File: src/rtl/reset_guard_pkg.sv
package reset_guard_pkg;
  parameter int unsigned RG_SYNC_STAGES = 2;
  parameter int unsigned RG_ADDR_W      = 2;
  parameter int unsigned RG_DATA_W      = 8;
endpackage

File: src/rtl/rg_sys_sync.sv
module rg_sys_sync #(
  parameter int unsigned STAGES = reset_guard_pkg::RG_SYNC_STAGES
) (
  input  logic clk_i,
  input  logic rst_raw_ni,
  output logic sys_rst_no
);
  localparam int unsigned LAST = STAGES - 1;

  logic             cap_q;
  logic [LAST:0]    stg_q;

  // only this flop sees the raw pin asynchronously
  always_ff @(posedge clk_i or negedge rst_raw_ni) begin
    if (!rst_raw_ni) cap_q <= 1'b0;
    else             cap_q <= 1'b1;
  end

  always_ff @(posedge clk_i) stg_q[0] <= cap_q;

  for (genvar g = 1; g < STAGES; g++) begin : g_stage
    always_ff @(posedge clk_i) stg_q[g] <= stg_q[g-1];
  end

  assign sys_rst_no = stg_q[LAST];
endmodule

File: src/rtl/rg_io_gate.sv
module rg_io_gate (
  input  logic clk_i,
  input  logic rst_qual_ni,
  input  logic sys_rst_ni,
  output logic io_en_o
);
  logic io_q;

  // strict path: immediate drop, re-arm one edge after system release
  always_ff @(posedge clk_i or negedge rst_qual_ni) begin
    if (!rst_qual_ni) io_q <= 1'b0;
    else              io_q <= sys_rst_ni;
  end

  assign io_en_o = io_q & sys_rst_ni;
endmodule

File: src/rtl/rg_exempt_regs.sv
module rg_exempt_regs #(
  parameter int unsigned ADDR_W = reset_guard_pkg::RG_ADDR_W,
  parameter int unsigned DATA_W = reset_guard_pkg::RG_DATA_W
) (
  input  logic              clk_i,
  input  logic              sys_rst_ni,
  input  logic              wr_en_i,
  input  logic [ADDR_W-1:0] wr_addr_i,
  input  logic [DATA_W-1:0] wr_data_i,
  input  logic [ADDR_W-1:0] rd_addr_i,
  output logic [DATA_W-1:0] rd_data_o
);
  localparam int unsigned DEPTH = 1 << ADDR_W;

  typedef struct packed {
    logic              en;
    logic [ADDR_W-1:0] addr;
    logic [DATA_W-1:0] data;
  } wr_req_t;

  wr_req_t                       req_q;
  logic [DEPTH-1:0][DATA_W-1:0]  bank;

  always_ff @(posedge clk_i) begin
    if (!sys_rst_ni) req_q.en <= 1'b0;
    else             req_q.en <= wr_en_i;
    req_q.addr <= wr_addr_i;
    req_q.data <= wr_data_i;
  end

  for (genvar g = 0; g < DEPTH; g++) begin : g_entry
    logic [DATA_W-1:0] entry_q;
    // no reset: contents survive, writes blocked while in reset
    always_ff @(posedge clk_i) begin
      if (req_q.en && sys_rst_ni && (req_q.addr == ADDR_W'(g)))
        entry_q <= req_q.data;
    end
    assign bank[g] = entry_q;
  end

  assign rd_data_o = bank[rd_addr_i];
endmodule

File: src/rtl/reset_guard.sv
module reset_guard #(
  parameter int unsigned SYNC_STAGES = reset_guard_pkg::RG_SYNC_STAGES,
  parameter int unsigned ADDR_W      = reset_guard_pkg::RG_ADDR_W,
  parameter int unsigned DATA_W      = reset_guard_pkg::RG_DATA_W
) (
  input  logic              clk_i,
  input  logic              rst_raw_ni,
  input  logic              rst_qual_ni,
  input  logic              wr_en_i,
  input  logic [ADDR_W-1:0] wr_addr_i,
  input  logic [DATA_W-1:0] wr_data_i,
  input  logic [ADDR_W-1:0] rd_addr_i,
  output logic [DATA_W-1:0] rd_data_o,
  output logic              sys_rst_no,
  output logic              io_en_o
);
  logic sys_rst_n;

  rg_sys_sync #(.STAGES(SYNC_STAGES)) u_sync (
    .clk_i      (clk_i),
    .rst_raw_ni (rst_raw_ni),
    .sys_rst_no (sys_rst_n)
  );

  rg_io_gate u_io (
    .clk_i       (clk_i),
    .rst_qual_ni (rst_qual_ni),
    .sys_rst_ni  (sys_rst_n),
    .io_en_o     (io_en_o)
  );

  rg_exempt_regs #(.ADDR_W(ADDR_W), .DATA_W(DATA_W)) u_regs (
    .clk_i      (clk_i),
    .sys_rst_ni (sys_rst_n),
    .wr_en_i    (wr_en_i),
    .wr_addr_i  (wr_addr_i),
    .wr_data_i  (wr_data_i),
    .rd_addr_i  (rd_addr_i),
    .rd_data_o  (rd_data_o)
  );

  assign sys_rst_no = sys_rst_n;
endmodule

File: config.mk
export PLATFORM = sky130hd
export DESIGN_NAME = reset_guard
export DESIGN_NICKNAME = d
export VERILOG_FILES = /design/src/rtl/reset_guard_pkg.sv /design/src/rtl/rg_sys_sync.sv /design/src/rtl/rg_io_gate.sv /design/src/rtl/rg_exempt_regs.sv /design/src/rtl/reset_guard.sv
export SDC_FILE = /design/constraint.sdc
export NUM_CORES = 1
export LEC_CHECK = 0
export BUFFER_PORTS_ARGS = -buffer_cell sky130_fd_sc_hd__buf_2
export CAP_MARGIN = 15
export CORE_UTILIZATION = 55
export CTS_CLUSTER_DIAMETER = 150
export DETAILED_ROUTE_END_ITERATION = 6
export PLACE_DENSITY = 0.74
export SYNTH_ARGS = -nofsm -noshare
export SYNTH_HDL_FRONTEND = slang
export SYNTH_SLANG_ARGS = --single-unit
export TNS_END_PERCENT = 1
File: constraint.sdc
create_clock -name clk_i -period 3.9 [get_ports clk_i]
set_input_delay 0.585 -clock clk_i [delete_from_list [all_inputs] [get_ports clk_i]]
set_output_delay 0.585 -clock clk_i [all_outputs]
set_load 0.02 [all_outputs]
==> key figures <==
Yosys
  • Syn Inst Count: 64
  • Ys Warns: 0
  • Synthesis-stage register bit count: 47
  • Post-synth EDFFs: 32
  • Synth cell types: 11
  • Synthesized area: around 0.0015 mm²
  • Area fraction of the dominant cell type after synthesis: a little over three fifths
  • Register area share after synthesis: 83.5%
  • Post-Synthesis Net Count: 80
  • Leading area contributor after synthesis: edfxtp_1
  • Most frequent cell after synthesis: edfxtp_1
  • Mean Syn Cell Area: ~24 µm²
  • Largest cells by area after synthesis: edfxtp_1 63%, dfxtp_1 17%, mux4_2 12%, dfrtp_1 3.3%, and4b_1 1.3%
  • Ys async rst share: 4.26%
  • Synth cell count leaders: 32 x edfxtp_1, 13 x dfxtp_1, 8 x mux4_2
  • Ys flop type: edfxtp_1

Global route
  • Global-route wire length before repair: 2870 µm
  • Largest net degree at the start of global routing: 15
  • Vias in the first global route: roughly 630
  • GRT Util Overall: between 15 and 20%
  • Total grt overflow: 0
  • Initial antenna violation count: 0

Die
  • Core area: approximately 0.0025 mm²
  • DIE WIDTH: 54.6 µm
  • Die height: between 50 and 60 µm
  • # IOs: 26
  • Initial Utilization: between 50% and 60%
  • Row Count: 18
  • Die ar.: ~0.0030 mm²

Route
  • Pre-antenna DRT Iters: 4
  • DRC marker count from the first detailed-route iteration: 9
  • Vias per cell: 5.19
  • Post-route DRC violation count: 0
  • Routed vias: 664
  • WL per Instance: approximately 15 µm
  • Final WL: 1930 µm
  • Routed Antenna Nets: 0

Clocking
  • H-tree depth: 2
  • Cts bufs inserted: 5
  • Sinks on Clock Net: 47
  • CTS tree: done
  • CTS clk-pin slew, worst paths: roughly 0.12 ns
  • Clock latency of the later-clocked register in the worst-skew pair: ~0.35 ns
  • Clock buffer depth: 2
  • CTS root buffer: clkbuf_4

Run status
  • Status: finished, final reports clean

Cells and area
  • Layout cells sized above 1: a little over two fifths
  • N_diodes: 0
  • Post-layout nets: approximately 110
  • Area Overhead vs Synth: 14.9%
  • Final instance area: between 0.0015 and 0.002 mm²
  • Final non-filler cell total: 128

Critical path
  • Worst-path maximum fanout: 8
  • R2R Setup Slk: approximately 2.6 ns
  • CP arrival: 1.56 ns
  • Kind of launch point of the worst setup path: input pin
  • Crit end category: output pin
  • Worst reg2reg path startpoint: u_sync.sys_rst_no
  • R2R Path End: u_regs.g_entry[2].entry_q[6]
  • FF-to-FF path depth: 1
  • Most frequent CP cell: buf_2
  • Kind of critical path: input pin to output pin
  • Crit-path slowest cell: mux4_2
  • Worst EP required: around 3.3 ns
  • Slowest stage delay, CP: about 0.55 ns
  • Cells along the critical path: buf_2 > mux4_2 > buf_2

Hold path
  • WHS Endpoint: u_regs.req_q[1]
  • Hold depth: 1
  • Hold_sp: wr_data_i[1]
  • Worst hold path class: input pin to register

STA
  • Unrepaired setup endpoints after global routing: false
  • Ratio of final minimum period to clock period: 55.1%
  • Minimum clock period: roughly 2.1 ns
  • Setup TNS: 0 ns
  • Slew Limit Fails: 0
  • Fmax achieved: between 400 and 500 MHz
  • Setup-failing EPs final: 0
  • Worst Skew: 0.00488 ns
  • Hold Slack: ~0.33 ns
  • Hold Vio Cnt, Final: 0

Placed design
  • Post-Place Cell Area: ~0.0017 mm²
  • Placed Cells: approximately 120
  • PortBufs: 25
  • Detailed Place HPWL: between 1000 and 1500 µm
  • GPL Wtd Cong: 0.689

Job
  • Number of max-cap violations: 0

Power
  • Maximum vdd drop: roughly 340 µV
  • Lkg Pwr: ~0.65 nW
  • Cell area power density: approximately 460 mW/mm²
  • PnR Total Power: 797 µW
## worst max-delay path: cells and delay by family
family | cells | cell delay [ns]
muxes | 1 | 0.55
buffers and inverters | 2 | 0.42
## placed cells by master (no fill, tap or decap), drive strengths merged
cell type / count
mux4: 8
dlygate4sd3: 2
edfxtp: 32
buf: 26
and4: 1
clkbuf: 5
conb: 1
clkinv: 3
dfrtp: 2
and4b: 2
nor4bb: 1
and2: 2
dfxtp: 13
## worst max path at each step
stage,cells after the start,endpoint,slack (ns),from
2_1_floorplan,2,rd_data_o[0],2.03,rd_addr_i[0]
3_3_place_gp,3,rd_data_o[1],1.74,rd_addr_i[0]
3_5_place_dp,3,rd_data_o[1],1.73,rd_addr_i[0]
4_1_cts,3,rd_data_o[1],1.72,rd_addr_i[0]
5_1_grt,3,rd_data_o[1],1.69,rd_addr_i[0]
6_report,3,rd_data_o[1],1.75,rd_addr_i[0]
## stage by stage
| step | setup WS (ns) | utilization [%] |
|---|---|---|
| 4_1_cts | 1.72 | 68.7 |
| 3_3_place_gp | 1.74 | 65.9 |
| 2_1_floorplan | 2.03 | - |
| 3_5_place_dp | 1.73 | 65.9 |
| 5_1_grt | 1.69 | 68.7 |
| 6_report | 1.75 | 68.7 |
## power breakdown
part / internal, mW / switching [mW]
sequential: 0.544 / 0.00751
clock: 0.0672 / 0.139
combinational: 0.0200 / 0.0193
total: 0.631 / 0.166
## final cells by class
type | instances | area (µm²)
clock inverters | 3 | 15.0
fillers | 177 | 796
flip-flops and latches | 47 | 1270
repair buffers | 28 | 153
well taps | 30 | 37.5
clock buffers | 5 | 37.5
multi-input cells | 15 | 235
## state kept, by name (all words and copies together) (netlist names)
| signal | count |
|---|---|
| u_io.io_q | 1 |
| u_regs.req_q | 11 |
| u_sync.stg_q | 1 |
| u_sync.cap_q | 1 |
| u_regs.g_entry.entry_q | 32 |
| u_sync.sys_rst_no | 1 |
## routing by layer
layer	vias to the layer above	global-route usage (%)	wire (µm)
met5	-	0	0
met4	0	11.5	48
met3	4	5.83	73
met2	21	23.9	989
met1	319	18.3	821
li1	320	-	-
## logic make-up after synthesis
| kind of cell | count (synthesis) | synth area share [%] |
|---|---|---|
| buf+inv | 2 | 1.07 |
| mux | 8 | 11.8 |
| other cells | 1 | 0.246 |
| simple gates | 6 | 3.37 |
| flops | 47 | 83.5 |
## repair_timing
| action | CTS | global route |
|---|---|---|
| setup buffers | 0 | 0 |
| resized for setup | 0 | 0 |
| setup endpoints to repair | 0 | 0 |
| hold buffers | 2 | 0 |
| endpoints found under the hold margin | 2 | 0 |
Note: power is estimated with default switching activity, not from simulation.
